### config.mk
export PLATFORM = sky130hd
export DESIGN_NAME = pt_walker
export DESIGN_NICKNAME = d
export VERILOG_FILES = /design/src/rtl/ptw_pkg.sv /design/src/rtl/pt_walk_dp.sv /design/src/rtl/pt_walk_ctrl.sv /design/src/rtl/pt_walker.sv
export SDC_FILE = /design/constraint.sdc
export NUM_CORES = 1
export LEC_CHECK = 0
export CORE_MARGIN = 5
export CORE_UTILIZATION = 46
export DETAILED_ROUTE_END_ITERATION = 10
export PLACE_DENSITY = 0.82
export SETUP_SLACK_MARGIN = 0.02
export SLEW_MARGIN = 20
export SYNTH_ARGS = -nofsm -noshare
export SYNTH_HDL_FRONTEND = slang
export SYNTH_SLANG_ARGS = --single-unit
### constraint.sdc
create_clock -name clk -period 3.1 [get_ports clk]
set_input_delay 0.465 -clock clk [delete_from_list [all_inputs] [get_ports clk]]
set_output_delay 0.465 -clock clk [all_outputs]
set_load 0.01 [all_outputs]
### src/rtl/ptw_pkg.sv
`timescale 1ns/1ps
package ptw_pkg;

  typedef enum logic [1:0] {
    RSP_OK    = 2'd0,
    RSP_RANGE = 2'd1,
    RSP_OUTER = 2'd2,
    RSP_INNER = 2'd3
  } rspCode_t;

  typedef enum logic [2:0] {
    ST_IDLE,
    ST_OUTER_REQ,
    ST_OUTER_WAIT,
    ST_INNER_REQ,
    ST_INNER_WAIT,
    ST_DONE
  } walkState_t;

  // strobes from control to datapath
  typedef struct packed {
    logic takeReq;    // capture logical address and table base
    logic takeOuter;  // capture next-table base from read data
    logic takeInner;  // capture frame number from read data
    logic useInner;   // steer memAddr to the inner entry
  } dpCtl_t;

endpackage

### src/rtl/pt_walk_dp.sv
`timescale 1ns/1ps
module pt_walk_dp
  import ptw_pkg::*;
#(
  parameter int OUTER_W   = 10,
  parameter int INNER_W   = 10,
  parameter int OFF_W     = 12,
  parameter int ENTRY_LOG2 = 2,
  localparam int ADDR_W   = OUTER_W + INNER_W + OFF_W,
  localparam int FRAME_W  = ADDR_W - OFF_W
) (
  input  logic              clk,
  input  logic              rstN,
  input  dpCtl_t            ctl,
  input  logic [ADDR_W-1:0] reqVaddr,
  input  logic [ADDR_W-1:0] cfgBase,
  input  logic [OUTER_W:0]  cfgLen,
  input  logic [ADDR_W-1:0] memRspData,
  output logic              rangeBad,
  output logic              entryValid,
  output logic [ADDR_W-1:0] memAddr,
  output logic [ADDR_W-1:0] vaddrQ,
  output logic [ADDR_W-1:0] paddr
);

  logic [ADDR_W-1:0]  baseQ;
  logic [FRAME_W-1:0] nextBaseQ;
  logic [FRAME_W-1:0] frameQ;
  logic [OUTER_W-1:0] outerIdx;
  logic [INNER_W-1:0] innerIdx;
  logic [ADDR_W-1:0]  outerAddr;
  logic [ADDR_W-1:0]  innerAddr;
  logic               unusedBits;

  always_ff @(posedge clk) begin
    if (!rstN) begin
      vaddrQ    <= '0;
      baseQ     <= '0;
      nextBaseQ <= '0;
      frameQ    <= '0;
    end else begin
      if (ctl.takeReq) begin
        vaddrQ <= reqVaddr;
        baseQ  <= cfgBase;
      end
      if (ctl.takeOuter) nextBaseQ <= memRspData[ADDR_W-1:OFF_W];
      if (ctl.takeInner) frameQ    <= memRspData[ADDR_W-1:OFF_W];
    end
  end

  always_comb begin
    outerIdx  = vaddrQ[ADDR_W-1 -: OUTER_W];
    innerIdx  = vaddrQ[OFF_W +: INNER_W];
    outerAddr = baseQ + (ADDR_W'(outerIdx) << ENTRY_LOG2);
    innerAddr = {nextBaseQ, {OFF_W{1'b0}}} + (ADDR_W'(innerIdx) << ENTRY_LOG2);
    memAddr   = ctl.useInner ? innerAddr : outerAddr;
    paddr     = {frameQ, vaddrQ[OFF_W-1:0]};
    rangeBad  = {1'b0, reqVaddr[ADDR_W-1 -: OUTER_W]} >= cfgLen;
    entryValid = memRspData[0];
  end

  assign unusedBits = ^memRspData[OFF_W-1:1];

endmodule

### src/rtl/pt_walk_ctrl.sv
`timescale 1ns/1ps
module pt_walk_ctrl
  import ptw_pkg::*;
(
  input  logic     clk,
  input  logic     rstN,
  input  logic     reqValid,
  input  logic     rangeBad,
  input  logic     memRspValid,
  input  logic     entryValid,
  output dpCtl_t   ctl,
  output logic     reqReady,
  output logic     memReq,
  output logic     rspValid,
  output rspCode_t rspCode
);

  walkState_t state, stateNext;
  rspCode_t   codeQ, codeNext;

  always_ff @(posedge clk) begin
    if (!rstN) begin
      state <= ST_IDLE;
      codeQ <= RSP_OK;
    end else begin
      state <= stateNext;
      codeQ <= codeNext;
    end
  end

  always_comb begin
    stateNext = state;
    codeNext  = codeQ;
    ctl       = '0;
    reqReady  = 1'b0;
    memReq    = 1'b0;
    rspValid  = 1'b0;
    unique case (state)
      ST_IDLE: begin
        reqReady = 1'b1;
        if (reqValid) begin
          ctl.takeReq = 1'b1;
          codeNext    = rangeBad ? RSP_RANGE : RSP_OK;
          stateNext   = rangeBad ? ST_DONE : ST_OUTER_REQ;
        end
      end
      ST_OUTER_REQ: begin
        memReq    = 1'b1;
        stateNext = ST_OUTER_WAIT;
      end
      ST_OUTER_WAIT: begin
        if (memRspValid) begin
          ctl.takeOuter = 1'b1;
          if (entryValid) begin
            stateNext = ST_INNER_REQ;
          end else begin
            codeNext  = RSP_OUTER;
            stateNext = ST_DONE;
          end
        end
      end
      ST_INNER_REQ: begin
        memReq       = 1'b1;
        ctl.useInner = 1'b1;
        stateNext    = ST_INNER_WAIT;
      end
      ST_INNER_WAIT: begin
        ctl.useInner = 1'b1;
        if (memRspValid) begin
          ctl.takeInner = 1'b1;
          if (!entryValid) codeNext = RSP_INNER;
          stateNext = ST_DONE;
        end
      end
      ST_DONE: begin
        rspValid  = 1'b1;
        stateNext = ST_IDLE;
      end
      default: stateNext = ST_IDLE;
    endcase
  end

  assign rspCode = codeQ;

endmodule

### src/rtl/pt_walker.sv
`timescale 1ns/1ps
module pt_walker
  import ptw_pkg::*;
#(
  parameter int OUTER_W    = 10,
  parameter int INNER_W    = 10,
  parameter int OFF_W      = 12,
  parameter int ENTRY_LOG2 = 2,
  localparam int ADDR_W    = OUTER_W + INNER_W + OFF_W
) (
  input  logic              clk,
  input  logic              rstN,
  input  logic [ADDR_W-1:0] cfgBase,
  input  logic [OUTER_W:0]  cfgLen,
  input  logic              reqValid,
  output logic              reqReady,
  input  logic [ADDR_W-1:0] reqVaddr,
  output logic              rspValid,
  output logic [1:0]        rspCode,
  output logic [ADDR_W-1:0] rspPaddr,
  output logic [ADDR_W-1:0] rspVaddr,
  output logic              memReq,
  output logic [ADDR_W-1:0] memAddr,
  input  logic              memRspValid,
  input  logic [ADDR_W-1:0] memRspData
);

  dpCtl_t            ctl;
  logic              rangeBad;
  logic              entryValid;
  logic [ADDR_W-1:0] paddr;
  rspCode_t          code;

  pt_walk_ctrl u_ctrl (
    .clk         (clk),
    .rstN        (rstN),
    .reqValid    (reqValid),
    .rangeBad    (rangeBad),
    .memRspValid (memRspValid),
    .entryValid  (entryValid),
    .ctl         (ctl),
    .reqReady    (reqReady),
    .memReq      (memReq),
    .rspValid    (rspValid),
    .rspCode     (code)
  );

  pt_walk_dp #(
    .OUTER_W    (OUTER_W),
    .INNER_W    (INNER_W),
    .OFF_W      (OFF_W),
    .ENTRY_LOG2 (ENTRY_LOG2)
  ) u_dp (
    .clk        (clk),
    .rstN       (rstN),
    .ctl        (ctl),
    .reqVaddr   (reqVaddr),
    .cfgBase    (cfgBase),
    .cfgLen     (cfgLen),
    .memRspData (memRspData),
    .rangeBad   (rangeBad),
    .entryValid (entryValid),
    .memAddr    (memAddr),
    .vaddrQ     (rspVaddr),
    .paddr      (paddr)
  );

  assign rspCode  = code;
  assign rspPaddr = (code == RSP_OK) ? paddr : '0;

endmodule

After elaboration in Yosys (flattened, before gate mapping)
Index checks and enable logic that the tools add are counted.

storage, ports and cells
  flip-flop bits (word level) = 109
  bits in latches = 0
  RAM bits = 0
  memory bits (read-only) = 0
  input bits = 111
  output and inout port bits = 101
  memories = 0

cells by class
  add/subtract/negate cells = 2
  multipliers = 0
  divide/modulo/power cells = 0
  $lt $le $gt $ge = 1
  equality and inequality tests = 10
  shift operators = 0
  multiplexer cells = 24
  bitwise logic cells = 0
  reduce and logical (&&, ||, !) cells = 7

operators with widths
  operator                                                               count
  32-bit by 12-bit adder with 32-bit output                              2
  32-bit 2-to-1 mux                                                      2
  3-bit 2-to-1 mux                                                       5
  3-bit one-hot mux with 5 select lines                                  1
  10-bit by 11-bit >= comparator with 1-bit output                       1
  1-bit 2-to-1 mux                                                       10
  2-bit 2-to-1 mux                                                       5
  2-bit inequality test, second input constant                           5
  3-bit by 2-bit equality test with 1-bit output, second input constant  2
  3-bit equality test, second input constant                             2
  2-bit one-hot mux with 3 select lines                                  1
  6-bit AND reduction                                                    1
  2-bit OR reduction                                                     2
  3-bit by 1-bit equality test with 1-bit output, second input constant  1
  3-bit logical NOT                                                      1
  3-bit AND reduction                                                    1
  3-bit nonzero test                                                     1
  2-bit logical NOT                                                      1

Depth between registers and ports, before layout
Gate-level depths: netlist (run 1).

  depth after elaboration = 4
  depth in mapped cells = 8
  gate-level depth less buffers = 8

Cells and area by module
From an unflattened synthesis (run 1), not the netlist that was laid out.

unflattened totals
  cells, all modules = 644
  area, all modules = 6239.7 um^2

by module, submodules not included
  module        instances  cells an instance  area each (um^2)
  pt_walk_dp    1          562                5386.4
  pt_walker     1          38                 457.9
  pt_walk_ctrl  1          44                 395.4

Least setup slack after synthesis (run 1)
Ideal clock, no wire load.

  kind = reg-to-output
  from = register u_dp.vaddrQ[22]
  to = output memAddr[18]
  arrival time = 2.277 ns
  required time = 2.635 ns
  slack = 0.358 ns
  cell stages (with the launch flop) = 9
  cell sequence = dfxtp_1 > ha_1 > fa_1 > a211oi_1 > nor2_2 > o2111ai_4 > a21oi_2 > and3_1 > a221o_1

between the ends
  longest elaborated chain between the ends = 2

ends and longest elaborated chain
  what                                       line              source
  from (decl)                                pt_walk_dp.sv:22  output logic [ADDR_W-1:0] vaddrQ,
  from (signal assigned)                     pt_walk_dp.sv:43  vaddrQ <= reqVaddr;
  32-bit by 12-bit adder with 32-bit output  pt_walk_dp.sv:54  outerAddr = baseQ + (ADDR_W'(outerIdx) << ENTRY_LOG2);
  32-bit 2-to-1 mux                          pt_walk_dp.sv:56  memAddr = ctl.useInner ? innerAddr : outerAddr;
  to (decl)                                  pt_walker.sv:23   output logic [ADDR_W-1:0] memAddr,

Every way passes these cells.

Worst setup path after layout (run 1)
  from = register u_dp.baseQ[5]
  to = output memAddr[25]

between the ends
  longest elaborated chain between the ends = 2

ends and longest elaborated chain
  what                                       line              source
  from (decl)                                pt_walk_dp.sv:26  logic [ADDR_W-1:0] baseQ;
  from (signal assigned)                     pt_walk_dp.sv:44  baseQ <= cfgBase;
  32-bit by 12-bit adder with 32-bit output  pt_walk_dp.sv:54
  32-bit 2-to-1 mux                          pt_walk_dp.sv:56

Every way passes these cells.

==> results.yml, run 1 <==
critical_path:
  critical_path.top_delay_family: "compound AO/OA/AOI/OAI gates"
  crit_path_end_kind: "output pin"
  rr_worst_depth: 5
  critPathBufInv: 2
  regToRegSetupSlack_ns: 1.12
  critical_path_arrival_ns: 2.68
  critical_path.startpoint: "u_dp.baseQ[5]$_SDFFE_PN0P_"
  worst-endpoint-required_ns: 2.63
  path_cells: "ha_4 > and3_1 > a22o_1 > o2111a_2 > o21ai_4 > buf_6 > or4_4 > a31oi_1 > buf_2"
  worst_r2r_startpoint: "u_ctrl.state[2]$_SDFFE_PN0P_"
  cp.depth: 9
  critPathSlowestCell: "or4_4"
  worst-setup-path-type: "flop to output pin"
  cpPeakStageDelay_ns: 0.41
  worstReg2RegEnd: "u_dp.frameQ[5]$_SDFFE_PN0P_"
  critical_path.startpoint_type: "flop"
  cp_max_fo: 6
placement:
  preCtsSetupSlack_ns: -0.0908
  routabilityCongestion: 0.870
  port_buf_inserts: 200
  placed_cells: 1110
  post-dp-hpwl_um: 13000
synthesis:
  netlist_area_um2: 6010
  synth.ff_latch_count: 109
  synth-edff-count: 0
  post_synth_most_frequent_cells: "249 x nand2_1, 109 x dfxtp_1, 104 x a21boi_0"
  count_of_unique_library_cells_instantiated_by_yosys: 57
  synth_largest_area_cell: "dfxtp_1"
  syn-num-nets: 908
  synth.most_common_cell: "nand2_1"
  cells_after_synth: 776
  share_of_flip_flops_with_an_asynchronous_set_or_reset: 0
  synth_top_flop_cell: "dfxtp_1"
  yosysWarningCount: 0
  syn-mean-instance-area_um2: 7.74
  synth_top_cell_area_share: 0.363
  synthTopCellsByArea: "dfxtp_1 36%, nand2_1 16%, a21boi_0 13%"
  synth_sequential_area_ratio: 0.363
timing:
  worst-slew-pin-transition_ns: 0.791
  hold_slack_ns: 0.456
  fmax_ghz: 0.318
  finalHoldViolCount: 0
  finalMaxSlewViolations: 0
  setup_viol_count_final: 1
  final.period_utilization: 1.01
  grt_setup_unrepaired: "yes"
  fin_setup_tns_ns: -0.0400
  finalCriticalPeriod_ns: 3.14
  worst_clock_skew_ns: 0.00724
  maxSlewHeadroom: 0.471
  worst_slack_ns: -0.0400
pwr:
  peakVddDrop_uv: 237
  cellPowerDensity_nw_per_um2: 446
  p_leak_nw: 3.27
floorplanning:
  dieArea_um2: 15400
  boundaryPins: 212
  std_cell_rows: 41
  initial_utilization: 0.472
  fp.coreArea_um2: 12700
  dieHeight_um: 124
  die_width_um: 124
hold_path:
  hold_path.class: "flop to flop"
  worst_hold_path.endpoint: "u_dp.frameQ[2]$_SDFFE_PN0P_"
  hp-start: "u_dp.frameQ[2]$_SDFFE_PN0P_"
  min_delay_path_depth: 2
detailed_routing:
  postRouteAntennaNets: 0
  route.detailed.vias_per_inst: 5.18
  wl_per_cell_um: 16.0
  via_count: 5868
  drt_wl_total_um: 18200
  remaining_routing_drc_violations: 0
  detail_route.first_pass.iterations: 5
  drt_iter0_markers: 342
final_layout:
  drive_above_1_share: 0.123
  final.fill_count: 1067
  final_cells: 1133
  design.final.nets: 1087
  area_growth_pct: 44.5
global_route:
  gr-total-overflow: 0
  grt_first_pass_wirelength_um: 28700
  grt_pass1_vias: 5651
  number_of_antenna_violations_at_the_first_check_in_global_routing: 0
  globalRouteTotalUtil: 0.223
  pin_count_of_the_biggest_net_entering_global_routing: 66
cts:
  source_to_sink_clock_delay_at_the_later_pin_of_the_worst_skew_pair_ns: 0.36
  cts_max_path_buffers: 2
  cts-hold-fix-buffers: 0
  clockRootBuffer: "clkbuf_16"
  tritoncts_clock_tree: "done"
  cts.reportedPaths.clkPinSlew_ns: 0.07
  clock_sink_count: 109
  num_cts_buffers: 9
  htree_num_levels: 3
status:
  run_status: "finished, violations left"
  violations_in_the_final_reports: "negative setup slack"
job:
  max-cap-violations: 0
==> metal layers <==
layer	global-route usage	vias up	part of all wire
li1	-	2946	-
met1	0.280	2693	0.43
met2	0.380	200	0.49
met3	0.0369	29	0.052
met4	0.0916	0	0.023
met5	0	-	0
==> through the flow <==
stage | utilization | instance area, µm² | power, W
floorplan | - | 6010 | 0.00214
global placement | 0.641 | 8150 | 0.00267
detailed placement | 0.641 | 8150 | 0.00269
CTS | 0.672 | 8550 | 0.00388
global route | 0.682 | 8680 | 0.00406
finish | 0.682 | 8680 | 0.00387
==> final cells by class <==
cell class / count / area (µm²) / share of cell area
multi-input cells: 583 / 3640 / 0.420
repair buffers: 238 / 2260 / 0.260
flip-flops and latches: 109 / 2200 / 0.253
clock buffers: 11 / 253 / 0.0291
well taps: 172 / 215 / 0.0248
clock inverters: 5 / 57.6 / 0.00663
inverters: 14 / 52.6 / 0.00605
diodes: 1 / 2.50 / 0.000288
==> worst max path at each step <==
stage	endpoint	slack, ns
floorplan	memAddr[18]	0.36
global placement	memAddr[18]	-0.08
detailed placement	memAddr[18]	-0.09
CTS	memAddr[15]	0.004
global route	memAddr[18]	-0.10
finish	memAddr[25]	-0.04
==> worst register-to-register path, delay by kind of cell, from the launching register on <==
kind / cells / cell delay [ns]
AND/OR/NAND/NOR: 4 / 1.42
flip-flops: 1 / 0.32
AO/OA/AOI/OAI: 1 / 0.17
==> what timing repair did <==
item	CTS	global route
pin swaps	16	29
gates resized for setup	89	39
setup buffers	3	2
gates cloned	0	1
endpoints found under the setup margin	25	25
==> logic make-up (layout without fill, tap and decap cells) <==
kind of cell,Yosys count,count (layout),share of synthesized area
xor gates and xnor gates,18,18,0.0262
AOI/OAI and AO/OA,196,196,0.241
buffers and inverters,84,268,0.0679
adders and majority gates,21,21,0.0450
muxes,1,1,0.00167
other,0,1,0
DFF,109,109,0.363
and+or+nand+nor,347,347,0.255
==> cell usage in the layout (no fill, tap or decap), types with 3 or more instances in the layout <==
cell / synthesis / final
nand2_1: 249 / 248
clkdlybuf4s50_1: 0 / 176
a21boi_0: 104 / 104
dfxtp_1: 109 / 100
and2_1: 37 / 37
buf_4: 22 / 30
nor2_1: 16 / 16
buf_2: 2 / 16
inv_1: 14 / 14
o21ai_0: 20 / 14
ha_1: 20 / 13
o21ai_1: 7 / 12
xnor2_1: 11 / 11
clkbuf_16: 0 / 10
a21oi_1: 12 / 9
nand3_1: 9 / 9
and3_1: 8 / 8
dfxtp_2: 0 / 8
nor2b_1: 7 / 7
o21a_1: 7 / 7
a31oi_1: 8 / 7
xor2_1: 7 / 7
ha_4: 0 / 6
a21o_1: 5 / 5
a2111oi_4: 0 / 5
o31ai_1: 6 / 5
clkbuf_2: 0 / 5
buf_12: 0 / 4
or4_1: 4 / 3
a211oi_1: 4 / 3
a21oi_2: 1 / 3
nor3b_1: 3 / 3
buf_6: 1 / 3
==> flip-flops by register name (all words and copies together), names as in the netlist <==
| signal | cells |
|---|---|
| u_dp.baseQ | 32 |
| u_dp.frameQ | 20 |
| u_dp.nextBaseQ | 20 |
| u_dp.vaddrQ | 32 |
| u_ctrl.state | 3 |
| u_ctrl.rspCode | 2 |
==> power breakdown <==
| group | leakage, nW | switching, W | internal [W] |
|---|---|---|---|
| logic | 2.22 | 0.000536 | 0.000531 |
| clock network | 0.156 | 0.000538 | 0.000673 |
| registers | 0.893 | 0.0000927 | 0.00150 |
Note: power is estimated with default switching activity, not from simulation.
==> run 2: changes to the inputs <==
Settings changed: CAP_MARGIN set to 20, TNS_END_PERCENT set to 10.
==> run 2 against run 1 <==
  * The run now ends clean
  * Register-to-register slack improved by 0.05 ns
  * Cell count down 0.26%
  * Core utilization fell by 0.93 points
  * Sequential cell count stayed put
  * Via count down 1.0%
  * Critical path depth is 2 higher
  * Die area did not move
  * Power fell by 0.60%
  * Routed wire length down 3.2%
  * Critical path type unchanged
==> results.yml, run 2 (synthesis results as in run 1) <==
final_layout:
  drive_above_1_share: 0.110
  layout.cells.most_common: "nand2_1"
  final_cells: 1130
  design.final.nets: 1084
  area_growth_pct: 42.5
  final.fill_count: 1091
  largestRegisters: "u_dp.baseQ (32), u_dp.vaddrQ (32)"
  final_cell_mix: "248 x nand2_1, 176 x clkdlybuf4s50_1, 104 x a21boi_0, 102 x dfxtp_1, 37 x and2_1"
  fin_util: 0.673
critical_path:
  critical_path.startpoint_type: "flop"
  crit_path_end_kind: "output pin"
  critical_path_arrival_ns: 2.63
  worst-setup-path-type: "flop to output pin"
  cp_max_fo: 6
  worst-endpoint-required_ns: 2.63
global_route:
  number_of_antenna_violations_at_the_first_check_in_global_routing: 0
  pin_count_of_the_biggest_net_entering_global_routing: 66
  gr-total-overflow: 0
  grt_pass1_vias: 5561
  grt_first_pass_wirelength_um: 28100
  globalRouteTotalUtil: 0.219
pwr:
  clock_power_share: 0.313
  fin_total_pwr_w: 0.00385
  p_leak_nw: 3.25
  switchingPower_w: 0.00115
  power.switching_fraction: 0.298
  power_report.internal_total_w: 0.00270
  peakVddDrop_uv: 248
  seqPwrFrac: 0.413
  comb_power_share: 0.274
  cellPowerDensity_nw_per_um2: 450
job:
  max-cap-violations: 0
cts:
  num_cts_buffers: 9
  cts.reportedPaths.clkPinSlew_ns: 0.07
  htree_num_levels: 3
  clock_sink_count: 109
  cts-hold-fix-buffers: 0
  source_to_sink_clock_delay_at_the_later_pin_of_the_worst_skew_pair_ns: 0.36
  cts_max_path_buffers: 2
  clockRootBuffer: "clkbuf_16"
  tritoncts_clock_tree: "done"
placement:
  routabilityCongestion: 0.870
  placed_cells: 1110
  port_buf_inserts: 200
  post-dp-hpwl_um: 13000
timing:
  worst_clock_skew_ns: 0.00732
  finalCriticalPeriod_ns: 3.10
  grt_setup_unrepaired: "yes"
  fin_setup_tns_ns: 0
  finalHoldViolCount: 0
  setup_viol_count_final: 0
  fmax_ghz: 0.323
  maxSlewHeadroom: 0.467
  final.period_utilization: 1.00
  worst-slew-pin-transition_ns: 0.798
  finalMaxSlewViolations: 0
floorplanning:
  dieHeight_um: 124
  fp.coreArea_um2: 12700
  std_cell_rows: 41
  initial_utilization: 0.472
  boundaryPins: 212
  die_width_um: 124
  dieArea_um2: 15400
detailed_routing:
  postRouteAntennaNets: 0
  met3RoutedLength_um: 941
  met2_length_um: 8570
  drt_wl_total_um: 17600
  wl_per_cell_um: 15.6
  drt_iter0_markers: 359
  detail_route.first_pass.iterations: 5
  m1WireLength_um: 7640
  remaining_routing_drc_violations: 0
  top_signal_layer_used: "met4"
  route.detailed.vias_per_inst: 5.14
  via_count: 5809
hold_path:
  hold_path.class: "flop to flop"
status:
  run_status: "finished, final reports clean"
## run 2: cell types whose count changed in the layout (fill, tap and decap cells not counted), sizes merged
cell,change
clkdlybuf4s15,+2
buf,-8
dlygate4sd2,+2
clkbuf,+1
## run 2: worst paths after layout
check	startpoint	endpoint	slack, ns	cells past startpoint
max	u_dp.vaddrQ[22]$_SDFFE_PN0P_	memAddr[22]	0.0009	11
min	u_dp.frameQ[2]$_SDFFE_PN0P_	u_dp.frameQ[2]$_SDFFE_PN0P_	0.46	2
min reg2reg	u_dp.frameQ[2]$_SDFFE_PN0P_	u_dp.frameQ[2]$_SDFFE_PN0P_	0.46	2
max reg2reg	u_ctrl.state[2]$_SDFFE_PN0P_	u_dp.frameQ[5]$_SDFFE_PN0P_	1.17	5
## run 2: final cells by class
type | instances | area [µm²] | share of cell area
multi-input cells | 583 | 3560 | 0.416
flip-flops and latches | 109 | 2190 | 0.256
well taps | 172 | 215 | 0.0251
clock buffers | 11 | 253 | 0.0295
clock inverters | 5 | 57.6 | 0.00672
inverters | 14 | 52.6 | 0.00614
diodes | 1 | 2.50 | 0.000292
repair buffers | 235 | 2230 | 0.260
## run 2: worst max-delay path, stage by stage (launching register included)
cell and delay [ns]:
dfxtp_2 0.34, ha_4 0.16, fa_2 0.37, a211oi_2 0.24, nor2_2 0.09, o2111ai_4 0.20, buf_12 0.15, buf_8 0.12
a2111oi_4 0.07, xnor2_1 0.15, o21ai_1 0.21, buf_2 0.17
## run 2: through the flow
step / area, µm² / hold slack, ns / setup WS, ns
6_report: 8560 / 0.456 / 0.000858
5_1_grt: 8560 / 0.486 / -0.106
4_1_cts: 8500 / 0.463 / -0.183
3_5_place_dp: 8150 / 0.452 / -0.0908
3_3_place_gp: 8150 / 0.445 / -0.0797
2_1_floorplan: 6010 / 0.439 / 0.358
## run 2: timing repair
| action | in CTS | in global routing |
|---|---|---|
| endpoints found under the setup margin | 25 | 26 |
| pin swaps | 3 | 21 |
| resized for setup | 51 | 56 |
| buffers inserted | 0 | 3 |
## run 2: power by group through the flow
stage / clock [W] / sequential (W) / combinational [W]
floorplan: 0 / 0.00160 / 0.000541
global placement: 0 / 0.00161 / 0.00107
detailed placement: 0 / 0.00161 / 0.00108
CTS: 0.00123 / 0.00158 / 0.00107
global route: 0.00128 / 0.00160 / 0.00116
finish: 0.00120 / 0.00159 / 0.00105
## run 2: layer usage
layer | GRT usage | vias to the layer above
li1 | - | 2943
met1 | 0.277 | 2648
met2 | 0.371 | 190
met3 | 0.0334 | 28
met4 | 0.0916 | 0
met5 | 0 | -
==> run 3: changes to the inputs <==
Settings changed: SLEW_MARGIN 20 to unset.
==> results of run 3 <==
No change in the layout: final DEF, timing and power equal those of run 2.
